File: config.mk
export PLATFORM = sky130hd
export DESIGN_NAME = amp_rst_seq
export DESIGN_NICKNAME = d
export VERILOG_FILES = /design/src/rtl/amp_rst_seq_pkg.sv /design/src/rtl/amp_rst_seq_sync.sv /design/src/rtl/amp_rst_seq_pwm_mon.sv /design/src/rtl/amp_rst_seq_timer.sv /design/src/rtl/amp_rst_seq_fsm.sv /design/src/rtl/amp_rst_seq.sv
export SDC_FILE = /design/constraint.sdc
export NUM_CORES = 1
export LEC_CHECK = 0
export ABC_AREA = 1
export ABC_CLOCK_PERIOD_IN_PS = 4400
export BUFFER_PORTS_ARGS = -buffer_cell sky130_fd_sc_hd__buf_4
export CAP_MARGIN = 20
export CORE_MARGIN = 1
export CORE_UTILIZATION = 50
export CTS_CLUSTER_DIAMETER = 150
export DETAILED_ROUTE_END_ITERATION = 16
export HOLD_SLACK_MARGIN = 0.12
export PLACE_DENSITY_LB_ADDON = 0.3
export SYNTH_ARGS = -nofsm -noshare
export SYNTH_HDL_FRONTEND = slang
export SYNTH_SLANG_ARGS = --single-unit
File: constraint.sdc
create_clock -name clk_i -period 4.4 [get_ports clk_i]
set_clock_uncertainty 0.05 [all_clocks]
set_input_delay 0.66 -clock clk_i [delete_from_list [all_inputs] [get_ports clk_i]]
set_output_delay 0.66 -clock clk_i [all_outputs]
set_load 0.02 [all_outputs]
File: src/rtl/amp_rst_seq_pkg.sv
package amp_rst_seq_pkg;

  typedef enum logic [2:0] {
    ST_OFF    = 3'd0,
    ST_CHARGE = 3'd1,
    ST_WAIT   = 3'd2,
    ST_RUN    = 3'd3,
    ST_STOP   = 3'd4
  } seq_state_e;

  // bit positions inside the synchronised control vector
  localparam int unsigned IDX_SUP = 0;
  localparam int unsigned IDX_RDY = 1;
  localparam int unsigned IDX_SHD = 2;
  localparam int unsigned IDX_PWM = 3;
  localparam int unsigned CTL_W   = 4;

endpackage

File: src/rtl/amp_rst_seq_sync.sv
module amp_rst_seq_sync #(
  parameter int unsigned W      = 4,
  parameter int unsigned STAGES = 2
) (
  input  logic         clk_i,
  input  logic         rst_ni,
  input  logic [W-1:0] d_i,
  output logic [W-1:0] q_o
);

  logic [STAGES-1:0][W-1:0] stg_q;

  always_ff @(posedge clk_i or negedge rst_ni) begin
    if (!rst_ni) begin
      stg_q <= '0;
    end else begin
      stg_q[0] <= d_i;
      for (int i = 1; i < int'(STAGES); i++) stg_q[i] <= stg_q[i-1];
    end
  end

  assign q_o = stg_q[STAGES-1];

endmodule

File: src/rtl/amp_rst_seq_pwm_mon.sv
module amp_rst_seq_pwm_mon #(
  parameter int unsigned MIN_PER = 250,
  parameter int unsigned MAX_PER = 285,
  parameter int unsigned GOOD_N  = 4
) (
  input  logic clk_i,
  input  logic rst_ni,
  input  logic pwm_i,
  output logic good_o
);

  localparam int unsigned CW = $clog2(MAX_PER + 2);
  localparam int unsigned GW = $clog2(GOOD_N + 1);
  localparam logic [CW-1:0] CNT_MIN  = CW'(MIN_PER);
  localparam logic [CW-1:0] CNT_MAX  = CW'(MAX_PER);
  localparam logic [CW-1:0] CNT_TMO  = CW'(MAX_PER + 1);
  localparam logic [CW-1:0] CNT_ONE  = CW'(1);
  localparam logic [GW-1:0] GOOD_TOP = GW'(GOOD_N);

  logic          prev_q;
  logic          armed_q;
  logic [CW-1:0] cnt_q;
  logic [GW-1:0] good_q;
  logic          rise;
  logic          tmo;
  logic          in_win;

  assign rise   = pwm_i & ~prev_q;
  assign tmo    = (cnt_q == CNT_TMO);
  assign in_win = (cnt_q >= CNT_MIN) && (cnt_q <= CNT_MAX);

  always_ff @(posedge clk_i or negedge rst_ni) begin
    if (!rst_ni) begin
      prev_q  <= 1'b0;
      armed_q <= 1'b0;
      cnt_q   <= CNT_TMO;
      good_q  <= '0;
    end else begin
      prev_q <= pwm_i;
      if (rise) begin
        cnt_q   <= CNT_ONE;
        armed_q <= 1'b1;
        if (armed_q && in_win) begin
          if (good_q != GOOD_TOP) good_q <= good_q + 1'b1;
        end else begin
          good_q <= '0;
        end
      end else if (!tmo) begin
        cnt_q <= cnt_q + 1'b1;
      end else begin
        // edge overdue: stuck level
        armed_q <= 1'b0;
        good_q  <= '0;
      end
    end
  end

  assign good_o = (good_q == GOOD_TOP);

endmodule

File: src/rtl/amp_rst_seq_timer.sv
module amp_rst_seq_timer #(
  parameter int unsigned W = 17
) (
  input  logic         clk_i,
  input  logic         rst_ni,
  input  logic         clr_i,
  input  logic [W-1:0] lim_i,
  output logic         done_o
);

  localparam logic [W:0] ONE = (W+1)'(1);

  logic [W-1:0] cnt_q;

  always_ff @(posedge clk_i or negedge rst_ni) begin
    if (!rst_ni) begin
      cnt_q <= '0;
    end else if (clr_i) begin
      cnt_q <= '0;
    end else if (cnt_q != '1) begin
      cnt_q <= cnt_q + 1'b1;
    end
  end

  // true in the last cycle of an interval of lim_i cycles
  assign done_o = ({1'b0, cnt_q} + ONE) >= {1'b0, lim_i};

endmodule

File: src/rtl/amp_rst_seq_fsm.sv
module amp_rst_seq_fsm
  import amp_rst_seq_pkg::*;
#(
  parameter int unsigned TW         = 17,
  parameter int unsigned CHARGE_CYC = 100000,
  parameter int unsigned STOP_CYC   = 64
) (
  input  logic          clk_i,
  input  logic          rst_ni,
  input  logic          sup_i,
  input  logic          rdy_i,
  input  logic          shd_i,
  input  logic          good_i,
  input  logic          done_i,
  output seq_state_e    state_o,
  output logic          clr_o,
  output logic [TW-1:0] lim_o
);

  localparam logic [TW-1:0] LIM_CHG  = TW'(CHARGE_CYC);
  localparam logic [TW-1:0] LIM_STOP = TW'(STOP_CYC);

  seq_state_e st_q, st_d;
  logic       halt;

  assign halt = !sup_i || shd_i;

  always_comb begin
    st_d = st_q;
    unique case (st_q)
      ST_OFF:    if (!halt) st_d = ST_CHARGE;
      ST_CHARGE: begin
        if (halt)        st_d = ST_OFF;
        else if (done_i) st_d = ST_WAIT;
      end
      ST_WAIT: begin
        if (halt)                st_d = ST_STOP;
        else if (good_i && rdy_i) st_d = ST_RUN;
      end
      ST_RUN: begin
        if (halt)                   st_d = ST_STOP;
        else if (!good_i || !rdy_i) st_d = ST_WAIT;
      end
      ST_STOP:   if (done_i) st_d = ST_OFF;
      default:   st_d = ST_OFF;
    endcase
  end

  always_ff @(posedge clk_i or negedge rst_ni) begin
    if (!rst_ni) st_q <= ST_OFF;
    else         st_q <= st_d;
  end

  assign state_o = st_q;
  assign clr_o   = (st_d != st_q);
  assign lim_o   = (st_q == ST_STOP) ? LIM_STOP : LIM_CHG;

endmodule

File: src/rtl/amp_rst_seq.sv
module amp_rst_seq
  import amp_rst_seq_pkg::*;
#(
  parameter int unsigned CLK_KHZ      = 100000,
  parameter int unsigned CHARGE_US    = 1000,
  parameter int unsigned PWM_MIN_KHZ  = 350,
  parameter int unsigned PWM_MAX_KHZ  = 400,
  parameter int unsigned GOOD_PERIODS = 4,
  parameter int unsigned STOP_CYC     = 64,
  parameter int unsigned SYNC_STAGES  = 2
) (
  input  logic       clk_i,
  input  logic       rst_ni,
  input  logic       supply_ok_i,
  input  logic       mod_ready_i,
  input  logic       shutdown_i,
  input  logic       pwm_i,
  output logic       stage_rst_no,
  output logic       pwm_en_o,
  output logic [2:0] state_o
);

  localparam int unsigned CHARGE_CYC = CLK_KHZ * CHARGE_US / 1000;
  localparam int unsigned MIN_PER    = (CLK_KHZ + PWM_MAX_KHZ - 1) / PWM_MAX_KHZ;
  localparam int unsigned MAX_PER    = CLK_KHZ / PWM_MIN_KHZ;
  localparam int unsigned LONGEST    = (CHARGE_CYC > STOP_CYC) ? CHARGE_CYC : STOP_CYC;
  localparam int unsigned TW         = $clog2(LONGEST + 1);

  logic [CTL_W-1:0] ctl_raw, ctl_s;
  logic             pwm_good;
  logic             tmr_clr, tmr_done;
  logic [TW-1:0]    tmr_lim;
  seq_state_e       st;

  assign ctl_raw[IDX_SUP] = supply_ok_i;
  assign ctl_raw[IDX_RDY] = mod_ready_i;
  assign ctl_raw[IDX_SHD] = shutdown_i;
  assign ctl_raw[IDX_PWM] = pwm_i;

  amp_rst_seq_sync #(.W(CTL_W), .STAGES(SYNC_STAGES)) u_sync (
    .clk_i (clk_i),
    .rst_ni(rst_ni),
    .d_i   (ctl_raw),
    .q_o   (ctl_s)
  );

  amp_rst_seq_pwm_mon #(
    .MIN_PER(MIN_PER),
    .MAX_PER(MAX_PER),
    .GOOD_N (GOOD_PERIODS)
  ) u_mon (
    .clk_i (clk_i),
    .rst_ni(rst_ni),
    .pwm_i (ctl_s[IDX_PWM]),
    .good_o(pwm_good)
  );

  amp_rst_seq_timer #(.W(TW)) u_tmr (
    .clk_i (clk_i),
    .rst_ni(rst_ni),
    .clr_i (tmr_clr),
    .lim_i (tmr_lim),
    .done_o(tmr_done)
  );

  amp_rst_seq_fsm #(
    .TW        (TW),
    .CHARGE_CYC(CHARGE_CYC),
    .STOP_CYC  (STOP_CYC)
  ) u_fsm (
    .clk_i  (clk_i),
    .rst_ni (rst_ni),
    .sup_i  (ctl_s[IDX_SUP]),
    .rdy_i  (ctl_s[IDX_RDY]),
    .shd_i  (ctl_s[IDX_SHD]),
    .good_i (pwm_good),
    .done_i (tmr_done),
    .state_o(st),
    .clr_o  (tmr_clr),
    .lim_o  (tmr_lim)
  );

  assign stage_rst_no = (st == ST_RUN);
  assign pwm_en_o     = (st == ST_WAIT) || (st == ST_RUN) || (st == ST_STOP);
  assign state_o      = st;

endmodule

==> results.txt <==
The first detailed-routing pass ran for 5 iterations. The warning count from the yosys run came out at 0. The leakage power is 1.33 nW. After the flow finishes, the layout carries non-filler instances totaling around 410. Among all flip-flop cells after synthesis, the most frequent one is sky130_fd_sc_hd__dfrtp_1.

The ratio of cells with drive above 1 in the final layout is 0.170. The tree built by TritonCTS fans out to 42 sinks. The met2 capacity usage during global routing came out at 0.318.

The final wirelength came out at 4.87 mm. The post-synthesis instance area came out at roughly 0.0027 mm^2. Clock-pin slew was measured on the worst setup and hold paths at ~0.09 ns. In the routed layout, each cell is associated on average with a via count of 4.95. The count of different cell masters after synthesis is 32. From bottom edge to top edge, the die measures 75.0 um. The area share of the largest cell type after synthesis is 0.348. The worst supply voltage drop on vdd came out at 0.000170 V. STA classifies the critical path endpoint as a flop. The number of cells in the design after placement came out at 404. The worst hold path belongs to the class input port to asynchronous set/reset pin.

The largest net degree at the start of global routing came out at 43. The congestion estimate from routability-driven global placement came to 0.871. Detailed routing inserted a total of 2,041 vias.

Detailed placement ended at an HPWL of about 3.7 mm. The number of antenna violations at the first check in global routing was 0. The final worst setup slack came out at between 1 and 1.5 ns. The commonest cells after synthesis are sky130_fd_sc_hd__nand2_1 (64), sky130_fd_sc_hd__inv_1 (45), sky130_fd_sc_hd__dfrtp_1 (37). The overall power after layout came out at between 0.0008 and 0.0009 W.

The total number of placement rows came out at 26. In the post-synthesis netlist, the biggest area contributors are sky130_fd_sc_hd__dfrtp_1 (35%), sky130_fd_sc_hd__nand2_1 (9.0%), sky130_fd_sc_hd__ha_1 (7.0%). Among all stages on the critical path, the largest delay is contributed by sky130_fd_sc_hd__dfrtp_1. The critical path's largest stage delay came out at 0.41 ns. For this configuration, the core starts out at a cell density of 0.521. The required time of the critical path is 4.57 ns. The part of the cycle the worst path needs came out at 0.749. In this run the critical register-to-register path is launched from u_tmr.cnt_q[0]. The power density relative to cell area is between 200 and 300 mW/mm^2.

The TritonCTS buffer count came out at 5. The clock insertion delay at the later pin of the skew report came out at about 0.30 ns. The category of the critical setup timing path is flop to flop. Relative to the synthesized area, the layout overhead comes to 8.83%. Registers take 0.00106 mm^2. The kind of launch point of the worst setup path is a flop. The final core utilization is 0.567. The setup total negative slack came out at 0 ns.

The synthesized design spends more area on one cell type than any other, namely sky130_fd_sc_hd__dfrtp_1. The data arrival at the endpoint of the critical path came out at 3.46 ns. In this run, synthesis inferred 0 flip-flops with an integrated enable. The count of buffers added by post-CTS timing repair for setup came out at 0. Clock tree synthesis selected as its root buffer the cell sky130_fd_sc_hd__clkbuf_8. In this run the standard cell core region covers around 0.0051 mm^2. The met1 track demand over resource in global routing is 0.255. The H-tree depth came out at 2.

Synthesis produced a netlist with a net count of 347. The total congestion overflow is 0. After filler insertion, the fill cell instance count of the layout stands at about 450. For this design, the CTS-stage hold fixing added 0 buffers. After detailed routing, the number of remaining DRC violations is 0. For the finished layout, the period the worst path requires is 3.29 ns. The worst register-to-register path has a depth of 19. The area of the multi-input gates is about 0.0014 mm^2. The fraction of synthesis flops using an asynchronous set or reset pin is 1.00.

The count of instances resized after the clock tree is built is 0. The first global-routing pass estimated about 8.1 mm of wire. The number of global-route vias before repair is about 1,800. The endpoint identified for the worst register-to-register timing path is u_tmr.cnt_q[7]. Static timing analysis puts the maximum clock frequency at 303 MHz.

The cell class contributing the biggest share of worst-path delay is simple AND/OR/NAND/NOR gates. After synthesis, the mean cell area works out to 8.17 um^2. For this block, the initial DRC count from the detailed router was approximately 160. The post-detailed-route count of antenna-violating nets came out at 0. The actual slew at the worst max-slew pin is 0.570 ns. The I/O pin total is 11.

The most used standard cell by instance count after synthesis is sky130_fd_sc_hd__nand2_1. The final count of pins violating max slew was 0. The layer flagged by global routing as most heavily used is met2. The number of endpoints with negative hold slack in the final report came out at 0.

For this run, the register share of the synthesized area comes to 0.397. The run finished with clean final reports. Prior to clock tree synthesis, the placed netlist has a worst setup slack of 1.09 ns. The antenna diode count is 0. For flop-to-flop paths, the worst setup slack is roughly 1.1 ns. The critical path starts at u_tmr.cnt_q[0]. The average routed wire per standard cell is 11.8 um. Counting both buffers and inverters, the worst setup path holds a total of 2. The die extent in x came out at between 70 and 80 um. After technology mapping, the gate count stands at 326. The floorplan die area is 0.00562 mm^2. Along the worst path, the maximum fanout reaches 17. The total routing usage reported by global routing came out at 0.195. The total number of nets in the final design is roughly 360. The met3 track demand over resource came out at 0.0455.

Buffers placed on the I/O ports in this run total 10. The number of storage elements in the synthesis netlist came out at 42. The number of max-capacitance violations reported is 0. The maximum buffer depth of the clock tree came out at 2. Setup repair after global routing left no endpoint under its margin. The worst slew slack as a fraction of its limit is 0.619. TritonCTS built the clock tree. The number of setup violations in the final report is 0.

The signal on the critical path passes through ha_1 > nand3_2 > nor2_4 > nand4_1 > nor4_1 > ha_1 > ha_1 > nand2_1 > inv_1 > nand2_1 > inv_1 > nand2_2 > nor2_1 > nand3_1 > nand4_1 > nand2_2 > nand2_2 > nand3_4 > nor2_1.
layout by cell type (no fill, tap or decap), types with 3 or more instances in the layout:
| cell type | instances |
|---|---|
| sky130_fd_sc_hd__a211oi_1 | 3 |
| sky130_fd_sc_hd__a21oi_1 | 10 |
| sky130_fd_sc_hd__buf_4 | 11 |
| sky130_fd_sc_hd__clkbuf_8 | 5 |
| sky130_fd_sc_hd__dfrtp_1 | 37 |
| sky130_fd_sc_hd__dfstp_2 | 5 |
| sky130_fd_sc_hd__ha_1 | 15 |
| sky130_fd_sc_hd__inv_1 | 45 |
| sky130_fd_sc_hd__mux2i_1 | 4 |
| sky130_fd_sc_hd__nand2_1 | 64 |
| sky130_fd_sc_hd__nand2_2 | 6 |
| sky130_fd_sc_hd__nand3_1 | 16 |
| sky130_fd_sc_hd__nand3_2 | 5 |
| sky130_fd_sc_hd__nand4_1 | 11 |
| sky130_fd_sc_hd__nor2_1 | 34 |
| sky130_fd_sc_hd__nor2_2 | 6 |
| sky130_fd_sc_hd__nor2_4 | 13 |
| sky130_fd_sc_hd__nor3_1 | 3 |
| sky130_fd_sc_hd__nor4_1 | 4 |
| sky130_fd_sc_hd__o21ai_0 | 21 |
| sky130_fd_sc_hd__xor2_1 | 8 |
registers in the layout (all words and copies together) (netlist names):
name and cells:
u_mon.armed_q 1, u_mon.good_q 3, u_fsm.state_o 3, u_tmr.cnt_q 17, u_sync.q_o 4, u_mon.prev_q 1, u_sync.stg_q 4, u_mon.cnt_q 9
through the flow:
step           cell area [um^2]  hold WS, ns
6_report                   2900        0.274
4_1_cts                    2900        0.290
3_3_place_gp               2810        0.285
2_1_floorplan              2660        0.281
3_5_place_dp               2810        0.286
5_1_grt                    2900        0.308
layout make-up:
cell class	count	area share
tap	70	0.0302
timing repair buffer	11	0.0285
clock buffer	5	0.0237
clock inverter	3	0.00820
sequential	42	0.365
inverter	47	0.0609
multi-input combinational	234	0.484
where the power goes:
group          total, W  leakage, nW  switching (W)  internal (W)
registers      0.000468        0.536      0.0000387      0.000430
logic          0.000126        0.756      0.0000794     0.0000462
clock network  0.000253       0.0408       0.000140      0.000113
per-layer routing:
layer  routed length (um)  part of all wire
met1                 2380              0.49
met2                 2290              0.47
met3                  156             0.032
met4                   55             0.011
met5                    0                 0
kinds of logic after synthesis:
| logic type | after synthesis | synth area share |
|---|---|---|
| and+or+nand+nor | 165 | 0.322 |
| buffers and inverters | 50 | 0.0766 |
| DFF | 42 | 0.397 |
| AOI/OAI and AO/OA | 40 | 0.0855 |
| adders and majority gates | 15 | 0.0705 |
| xor gates and xnor gates | 10 | 0.0329 |
| muxes | 4 | 0.0150 |
worst reg2reg max path: cells and delay by family (launching register included):
family / cells / cell delay (ns)
buf+inv: 2 / 0.13
simple gates: 14 / 1.79
fa+ha+maj: 3 / 0.83
flops: 1 / 0.41
worst max path at each step:
stage | cells after the start | to | slack, ns
2_1_floorplan | 20 | u_tmr.cnt_q[14] | 1.50
3_3_place_gp | 19 | u_tmr.cnt_q[3] | 1.23
3_5_place_dp | 19 | u_tmr.cnt_q[7] | 1.09
4_1_cts | 19 | u_tmr.cnt_q[7] | 1.08
5_1_grt | 19 | u_tmr.cnt_q[7] | 0.71
6_report | 19 | u_tmr.cnt_q[7] | 1.11
No activity file was read; power rests on OpenSTA's default activity.
